==> src/rtl/dspi_pkg.sv <==
package dspi_pkg;

  typedef enum logic [1:0] {RATE_FAST, RATE_CMD, RATE_READ} rate_e;

  typedef struct packed {
    logic  load;
    rate_e rate;
  } dspi_strobe_t;

  function automatic logic isReadCmd(input logic [7:0] c);
    case (c)
      8'h04, 8'h06, 8'h07, 8'h08, 8'h09, 8'h0A, 8'h0B, 8'h0C, 8'h0D,
      8'h0E, 8'h0F, 8'h2E, 8'h3E, 8'h45, 8'h52, 8'h54, 8'h56, 8'h5F,
      8'hA1, 8'hA8: isReadCmd = 1'b1;
      default:      isReadCmd = 1'b0;
    endcase
  endfunction

  function automatic logic hasDummyClk(input logic [7:0] c);
    hasDummyClk = (c == 8'h04) || (c == 8'h09);
  endfunction

endpackage

==> src/rtl/dspi_shifter.sv <==
module dspi_shifter
  import dspi_pkg::*;
#(
  parameter int FAST_HALF = 1,
  parameter int CMD_HALF  = 2,
  parameter int READ_HALF = 4
) (
  input  logic         clk,
  input  logic         rstN,
  input  dspi_strobe_t strb,
  input  logic [7:0]   txByte,
  input  logic         miso,
  output logic         sclk,
  output logic         mosi,
  output logic         byteDone,
  output logic [7:0]   rxByte
);
  localparam int MAX_AB = (FAST_HALF > CMD_HALF) ? FAST_HALF : CMD_HALF;
  localparam int MAX_H  = (MAX_AB > READ_HALF) ? MAX_AB : READ_HALF;
  localparam int HW     = $clog2(MAX_H + 1);

  logic [7:0]    shReg;
  logic [7:0]    rxReg;
  logic [2:0]    bitCnt;
  logic [HW-1:0] halfCnt;
  logic [HW-1:0] halfLim;
  logic          active;

  function automatic logic [HW-1:0] limFor(input rate_e r);
    case (r)
      RATE_FAST: limFor = HW'(FAST_HALF);
      RATE_READ: limFor = HW'(READ_HALF);
      default:   limFor = HW'(CMD_HALF);
    endcase
  endfunction

  assign mosi   = shReg[7];
  assign rxByte = rxReg;

  always_ff @(posedge clk or negedge rstN) begin
    if (!rstN) begin
      shReg    <= '0;
      rxReg    <= '0;
      bitCnt   <= '0;
      halfCnt  <= '0;
      halfLim  <= HW'(CMD_HALF);
      active   <= 1'b0;
      sclk     <= 1'b0;
      byteDone <= 1'b0;
    end else begin
      byteDone <= 1'b0;
      if (strb.load) begin
        shReg   <= txByte;
        active  <= 1'b1;
        halfCnt <= '0;
        bitCnt  <= '0;
        sclk    <= 1'b0;
        halfLim <= limFor(strb.rate);
      end else if (active) begin
        if (halfCnt == halfLim - HW'(1)) begin
          halfCnt <= '0;
          sclk    <= ~sclk;
          if (!sclk) begin
            rxReg <= {rxReg[6:0], miso};
          end else if (bitCnt == 3'd7) begin
            active   <= 1'b0;
            byteDone <= 1'b1;
          end else begin
            bitCnt <= bitCnt + 3'd1;
            shReg  <= {shReg[6:0], 1'b0};
          end
        end else begin
          halfCnt <= halfCnt + HW'(1);
        end
      end
    end
  end


  load_idle_chk: assert property (@(posedge clk) disable iff (!rstN)
    strb.load |-> !active);

endmodule

==> src/rtl/dspi_ctrl.sv <==
module dspi_ctrl
  import dspi_pkg::*;
#(
  parameter int CNT_W    = 8,
  parameter int LONG_MIN = 4
) (
  input  logic             clk,
  input  logic             rstN,
  input  logic             reqValid,
  input  logic [7:0]       reqCmd,
  input  logic [CNT_W-1:0] reqLen,
  input  logic [7:0]       parData,
  input  logic             byteDone,
  input  logic [7:0]       rxByte,
  output dspi_strobe_t     strb,
  output logic [7:0]       txByte,
  output logic             parTake,
  output logic             csN,
  output logic             dc,
  output logic             busy,
  output logic             done,
  output logic             err,
  output logic             rdValid,
  output logic [7:0]       rdData,
  output logic             panelOn
);
  typedef enum logic [2:0] {ST_IDLE, ST_CMD, ST_WRITE, ST_READ, ST_FINISH} state_e;
  typedef enum logic [1:0] {TX_CMD, TX_PAR, TX_ZERO} kind_e;

  state_e         state;
  kind_e          kind;
  logic           load;
  rate_e          rate;
  logic [7:0]     cmdReg;
  logic [CNT_W:0] remaining;
  logic           isRd;
  logic           isDummy;
  logic           longBurst;
  logic           firstRx;
  logic [7:0]     prevRx;

  always_comb begin
    strb.load = load;
    strb.rate = rate;
    case (kind)
      TX_CMD:  txByte = cmdReg;
      TX_PAR:  txByte = parData;
      default: txByte = 8'h00;
    endcase
  end

  assign parTake = load && (kind == TX_PAR);
  assign busy    = (state != ST_IDLE);

  always_ff @(posedge clk or negedge rstN) begin
    if (!rstN) begin
      state     <= ST_IDLE;
      kind      <= TX_CMD;
      load      <= 1'b0;
      rate      <= RATE_CMD;
      cmdReg    <= '0;
      remaining <= '0;
      isRd      <= 1'b0;
      isDummy   <= 1'b0;
      longBurst <= 1'b0;
      firstRx   <= 1'b0;
      prevRx    <= '0;
      csN       <= 1'b1;
      dc        <= 1'b0;
      done      <= 1'b0;
      err       <= 1'b0;
      rdValid   <= 1'b0;
      rdData    <= '0;
      panelOn   <= 1'b0;
    end else begin
      load    <= 1'b0;
      done    <= 1'b0;
      rdValid <= 1'b0;
      case (state)
        ST_IDLE: if (reqValid) begin
          if (hasDummyClk(reqCmd) && (reqLen != CNT_W'(3)) && (reqLen != CNT_W'(4))) begin
            err  <= 1'b1;
            done <= 1'b1;
          end else begin
            err       <= 1'b0;
            cmdReg    <= reqCmd;
            isRd      <= isReadCmd(reqCmd);
            isDummy   <= hasDummyClk(reqCmd);
            longBurst <= reqLen > CNT_W'(LONG_MIN);
            remaining <= {1'b0, reqLen} + (CNT_W+1)'(hasDummyClk(reqCmd));
            csN       <= 1'b0;
            dc        <= 1'b0;
            kind      <= TX_CMD;
            rate      <= RATE_CMD;
            load      <= 1'b1;
            state     <= ST_CMD;
          end
        end
        ST_CMD: if (byteDone) begin
          if (remaining == '0) begin
            state <= ST_FINISH;
          end else if (isRd) begin
            kind    <= TX_ZERO;
            rate    <= RATE_READ;
            load    <= 1'b1;
            firstRx <= 1'b1;
            state   <= ST_READ;
          end else begin
            dc    <= 1'b1;
            kind  <= TX_PAR;
            rate  <= longBurst ? RATE_FAST : RATE_CMD;
            load  <= 1'b1;
            state <= ST_WRITE;
          end
        end
        ST_WRITE: if (byteDone) begin
          remaining <= remaining - 1'b1;
          if (remaining == (CNT_W+1)'(1)) state <= ST_FINISH;
          else load <= 1'b1;
        end
        ST_READ: if (byteDone) begin
          remaining <= remaining - 1'b1;
          firstRx   <= 1'b0;
          prevRx    <= rxByte;
          if (!isDummy) begin
            rdValid <= 1'b1;
            rdData  <= rxByte;
            if (cmdReg == 8'h0A && firstRx)
              panelOn <= ((rxByte & 8'h7C) == 8'h1C);
          end else if (!firstRx) begin
            rdValid <= 1'b1;
            rdData  <= {prevRx[6:0], rxByte[7]};
          end
          if (remaining == (CNT_W+1)'(1)) state <= ST_FINISH;
          else load <= 1'b1;
        end
        default: begin
          csN   <= 1'b1;
          dc    <= 1'b0;
          done  <= 1'b1;
          state <= ST_IDLE;
        end
      endcase
    end
  end


  done_idle_chk: assert property (@(posedge clk) disable iff (!rstN)
    done |-> !busy);

  take_data_chk: assert property (@(posedge clk) disable iff (!rstN)
    parTake |-> dc && !csN);

  rd_in_xfer_chk: assert property (@(posedge clk) disable iff (!rstN)
    rdValid |-> busy && !dc);

  err_idle_chk: assert property (@(posedge clk) disable iff (!rstN)
    err |-> !busy && csN);

endmodule

==> src/rtl/dspi_engine.sv <==
module dspi_engine
  import dspi_pkg::*;
#(
  parameter int CNT_W     = 8,
  parameter int LONG_MIN  = 4,
  parameter int FAST_HALF = 1,
  parameter int CMD_HALF  = 2,
  parameter int READ_HALF = 4
) (
  input  logic             clk,
  input  logic             rstN,
  input  logic             reqValid,
  input  logic [7:0]       reqCmd,
  input  logic [CNT_W-1:0] reqLen,
  input  logic [7:0]       parData,
  output logic             parTake,
  output logic             busy,
  output logic             done,
  output logic             err,
  output logic             rdValid,
  output logic [7:0]       rdData,
  output logic             panelOn,
  output logic             sclk,
  output logic             mosi,
  input  logic             miso,
  output logic             csN,
  output logic             dc
);
  dspi_strobe_t strb;
  logic [7:0]   txByte;
  logic [7:0]   rxByte;
  logic         byteDone;

  dspi_ctrl #(.CNT_W(CNT_W), .LONG_MIN(LONG_MIN)) uCtrl (
    .clk(clk), .rstN(rstN), .reqValid(reqValid), .reqCmd(reqCmd),
    .reqLen(reqLen), .parData(parData), .byteDone(byteDone),
    .rxByte(rxByte), .strb(strb), .txByte(txByte), .parTake(parTake),
    .csN(csN), .dc(dc), .busy(busy), .done(done), .err(err),
    .rdValid(rdValid), .rdData(rdData), .panelOn(panelOn)
  );

  dspi_shifter #(.FAST_HALF(FAST_HALF), .CMD_HALF(CMD_HALF),
                 .READ_HALF(READ_HALF)) uShift (
    .clk(clk), .rstN(rstN), .strb(strb), .txByte(txByte), .miso(miso),
    .sclk(sclk), .mosi(mosi), .byteDone(byteDone), .rxByte(rxByte)
  );


  cs_during_clk_chk: assert property (@(posedge clk) disable iff (!rstN)
    sclk |-> !csN);

  mosi_hold_chk: assert property (@(posedge clk) disable iff (!rstN)
    sclk |-> $stable(mosi));

  dc_hold_chk: assert property (@(posedge clk) disable iff (!rstN)
    sclk |-> $stable(dc));

endmodule

==> config.mk <==
export PLATFORM = sky130hd
export DESIGN_NAME = dspi_engine
export DESIGN_NICKNAME = d
export VERILOG_FILES = /design/src/rtl/dspi_pkg.sv /design/src/rtl/dspi_shifter.sv /design/src/rtl/dspi_ctrl.sv /design/src/rtl/dspi_engine.sv
export SDC_FILE = /design/constraint.sdc
export NUM_CORES = 1
export LEC_CHECK = 0
export BUFFER_PORTS_ARGS = -buffer_cell sky130_fd_sc_hd__buf_4
export CAP_MARGIN = 15
export CORE_ASPECT_RATIO = 1.25
export CORE_MARGIN = 1
export CORE_UTILIZATION = 58
export CTS_CLUSTER_DIAMETER = 30
export DETAILED_ROUTE_END_ITERATION = 7
export GPL_ROUTABILITY_DRIVEN = 1
export MAX_ROUTING_LAYER = met4
export PLACE_DENSITY = 0.85
export REMOVE_ABC_BUFFERS = 1
export SYNTH_ARGS = -nofsm -noshare
export SYNTH_HDL_FRONTEND = slang
export SYNTH_SLANG_ARGS = --single-unit
==> constraint.sdc <==
create_clock -name clk -period 2.7 [get_ports clk]
set_input_delay 0 -clock clk [delete_from_list [all_inputs] [get_ports clk]]
set_output_delay 0 -clock clk [all_outputs]
set_load 0.02 [all_outputs]
==> metrics.md <==
| Metric | Value |
|---|---|
| Floorplan die area | `0.007343 mm2` |
| Total internal power | `1.762 mW` |
| Chip width | `76.85 um` |
| Share of the core filled with cells | `72.86%` |
| Final Skew | `0.01031 ns` |
| Pin count of the biggest net entering global routing | `78` |
| Post-route antenna net violation count | `0` |
| Routability congestion estimate | `0.8895` |
| Unrepaired setup endpoints after global routing | `false` |
| Max FO, Critical Path | `14` |
| Number of clock sinks seen by CTS | `77` |
| Switching Power | `0.5262 mW` |
| Fraction of post-synthesis cell area in the top cell type by area | `45.59%` |
| Most frequent cells after synthesis | `74 x sky130_fd_sc_hd__dfrtp_1, 39 x sky130_fd_sc_hd__nor2_1, 29 x sky130_fd_sc_hd__mux2_2` |
| Kind of end point of the critical path | `flop` |
| Via/cell ratio | `5.950` |
| Post-synthesis instance area | `0.004061 mm2` |
| Post-synthesis instance total | `386` |
| Fin nets | `484` |
| Average detailed-routed wire length per instance | `16.22 um` |
| Result of the run | `complete, no violations` |
| Leak pwr | `2.103 nW` |
| Maximum resistive drop on vdd | `0.2661 mV` |
| DRC violation count after routing | `0` |
| Number of violations reported at the end of detailed-routing iteration 0 | `202` |
| Startpoint types | `flop` |
| Final period util | `88.49%` |
| Sequential-to-total area share from yosys stat | `47.54%` |
| Endpoints failing setup | `0` |
| Clk network pwr share | `41.8%` |
| Clk pin slew, worst setup/hold paths | `0.08 ns` |
| Clock period minus worst slack | `2.389 ns` |
| Achievable Freq | `418.5 MHz` |
| Worst rel slew slack | `36.99%` |
| Layout area overhead | `19.25%` |
| Number of max-slew violations in the final report | `0` |
| Comb power frac | `6.5%` |
| Top-count cell post-synth | `sky130_fd_sc_hd__dfrtp_1` |
| TritonCTS clock tree | `yes` |
| Number of global-route vias before repair | `3239` |
| Flip-flop and latch count after synthesis | `77` |
| Number of distinct library cells after synthesis | `64` |
| Detailed Routing Iterations Pass 1 | `4` |
| Maximum buffer depth of the clock tree | `2` |
| Hold WC Path Type | `in -> reg` |
| DP Wirelength | `5.879 mm` |
| Net switching fraction of the power | `22.99%` |
| Count of H-tree levels built during CTS | `3` |
| Placeable core region | `0.006648 mm2` |
| Power per cell area | `472.5 mW/mm2` |
| EDFF count, synth | `0` |
| Wirelength, routed | `8.740 mm` |
| Fraction of final layout cells with drive strength greater than 1 | `24.34%` |
| Global route total overflow | `0` |
| Fill count | `448` |
| Total Negative Setup Slacks | `0 ns` |
| Critical path class | `reg -> reg` |
| Total area of multi-input combinational cells | `0.001978 mm2` |
| Clock Latency Late Sink | `0.36 ns` |
| Initial Util | `61.10%` |
| Aggregate global-route resource usage | `26.60%` |
| Area taken by flip-flops and latches | `0.001931 mm2` |
| Hold Violations, Final | `0` |
| I/O Buffers | `45` |
| Proportion of synthesized flip-flops having asynchronous set or reset | `100.0%` |
| Antenna cells | `0` |
| Overall via count from detail_route | `3207` |
| Primary flip-flop cell chosen by synthesis mapping | `sky130_fd_sc_hd__dfrtp_1` |
| Transition time at the pin with the least slew margin | `0.9451 ns` |
| WP data required | `3.00 ns` |
| Data arrival time of the worst path | `2.69 ns` |
| Share of total power in sequential cells | `51.7%` |
| Top cells by area in the synthesized netlist | `sky130_fd_sc_hd__dfrtp_1 46%, sky130_fd_sc_hd__mux2_2 8.0%, sky130_fd_sc_hd__mux2i_1 4.9%, sky130_fd_sc_hd__nor2_1 3.6%, sky130_fd_sc_hd__ha_1 2.8%` |
| Std-Cell Rows | `33` |
| Synth Warn # | `0` |
| Die span in y | `95.56 um` |
| Wire length of the first global-routing pass | `14.79 mm` |
| Buffer cell driving the clock tree root | `sky130_fd_sc_hd__clkbuf_8` |
| Max-cap violations | `0` |
| TritonCTS buffer count | `9` |
| Num ports | `46` |
| Number of antenna violations at the first check in global routing | `0` |
| Largest area contributor in the synthesized netlist | `sky130_fd_sc_hd__dfrtp_1` |
| Avg Cell Area, Syn | `10.52 um2` |
[sequential cells by signal (all words and copies together), names as in the netlist, 7 cells and up]
register         count
uShift.shReg         8
uCtrl.remaining      9
uShift.rxByte        8
uCtrl.prevRx         7
uCtrl.rdData         8
uCtrl.cmdReg         8
[layout make-up]
class	count	share of cell area, %
multi-input cells	272	40.84
flip-flops and latches	77	39.86
repair buffers	66	11.00
clock buffers	10	2.635
well taps	87	2.247
clock inverters	6	1.782
inverters	21	1.627
[routing by layer]
layer | vias to the layer above | share of wire [%] | GRT usage, %
met3 | 24 | 4.9 | 3.732
met1 | 1547 | 42 | 31.55
met4 | 0 | 2.9 | 15.22
li1 | 1523 | - | -
met5 | - | 0 | -
met2 | 113 | 50 | 43.75
[kinds of logic after synthesis]
family                   after synthesis  synth area share (%)
AO/OA/AOI/OAI                         83                 14.60
XOR/XNOR                              11                 2.711
adder cells (fa/ha/maj)                9                 2.773
buffers and inverters                 37                 3.759
flip-flops                            77                 47.54
multiplexers                          51                 13.71
AND/OR/NAND/NOR                      118                 14.91
[power by group through the flow]
stage	logic (mW)	clock network, mW	registers (mW)
3_5_place_dp	0.133	0	1.21
5_1_grt	0.164	1.01	1.19
2_1_floorplan	0.0394	0	1.21
6_report	0.149	0.956	1.18
3_3_place_gp	0.130	0	1.20
4_1_cts	0.150	0.969	1.18
[cell usage in the layout, fill, tap and decap left out, types with 4 or more instances in the layout]
cell type and count:
sky130_fd_sc_hd__dlygate4sd3_1 15, sky130_fd_sc_hd__inv_1 21, sky130_fd_sc_hd__mux2i_1 20, sky130_fd_sc_hd__o21ai_0 8, sky130_fd_sc_hd__clkbuf_8 9, sky130_fd_sc_hd__o31ai_1 4
sky130_fd_sc_hd__ha_1 9, sky130_fd_sc_hd__buf_4 51, sky130_fd_sc_hd__dfrtp_1 74, sky130_fd_sc_hd__a21oi_1 22, sky130_fd_sc_hd__nand4_1 5, sky130_fd_sc_hd__nand2b_1 7
sky130_fd_sc_hd__o22ai_1 11, sky130_fd_sc_hd__nor3_1 9, sky130_fd_sc_hd__mux2_2 29, sky130_fd_sc_hd__nor2_1 39, sky130_fd_sc_hd__xnor2_1 4, sky130_fd_sc_hd__nand3_1 12
sky130_fd_sc_hd__xor2_1 6, sky130_fd_sc_hd__nand2_1 21
[final timing paths]
path / from / end / slack (ns) / cells past startpoint
min in group asynchronous: rstN / uCtrl.rdData[0] / 0.31 / 2
max: uCtrl.state[1] / uCtrl.longBurst / 0.31 / 7
min reg2reg: uCtrl.remaining[6] / uCtrl.remaining[6] / 0.51 / 1
min: parData[7] / uShift.shReg[7] / 0.07 / 4
max in group asynchronous: rstN / uShift.rxByte[6] / 1.76 / 2
max reg2reg: uCtrl.state[1] / uCtrl.longBurst / 0.31 / 7
[worst max-delay path, stage by stage (launching register included)]
cell,delay (ns)
sky130_fd_sc_hd__dfrtp_1,0.48
sky130_fd_sc_hd__nor3_2,0.21
sky130_fd_sc_hd__buf_4,0.17
sky130_fd_sc_hd__nand2_1,0.16
sky130_fd_sc_hd__a21oi_4,0.46
sky130_fd_sc_hd__nor2_1,0.09
sky130_fd_sc_hd__a41oi_1,0.18
sky130_fd_sc_hd__dlygate4sd3_1,0.57
[per-stage QoR]
stage / instance area [um2] / hold WS (ns) / setup slack [ns] / total power [mW] / std cells
after floorplan: 3988 / -0.2956 / 0.5945 / 1.250 / 370
after global placement: 4479 / 0.2094 / 0.5654 / 1.334 / 508
after detailed placement: 4479 / 0.2019 / 0.4757 / 1.339 / 508
after CTS: 4843 / 0.06103 / 0.3639 / 2.302 / 539
after global routing: 4843 / 0.09098 / 0.1319 / 2.363 / 539
final: 4843 / 0.06878 / 0.3107 / 2.288 / 539
[repair_timing]
| item | 4_1_cts | 5_1_grt |
|---|---|---|
| endpoints found under the hold margin | 87 | 0 |
| hold buffers | 15 | 0 |
| setup endpoints to repair | 0 | 0 |
| buffers inserted | 0 | 0 |
| resized for setup | 0 | 0 |
No activity file was read; power rests on OpenSTA's default activity.
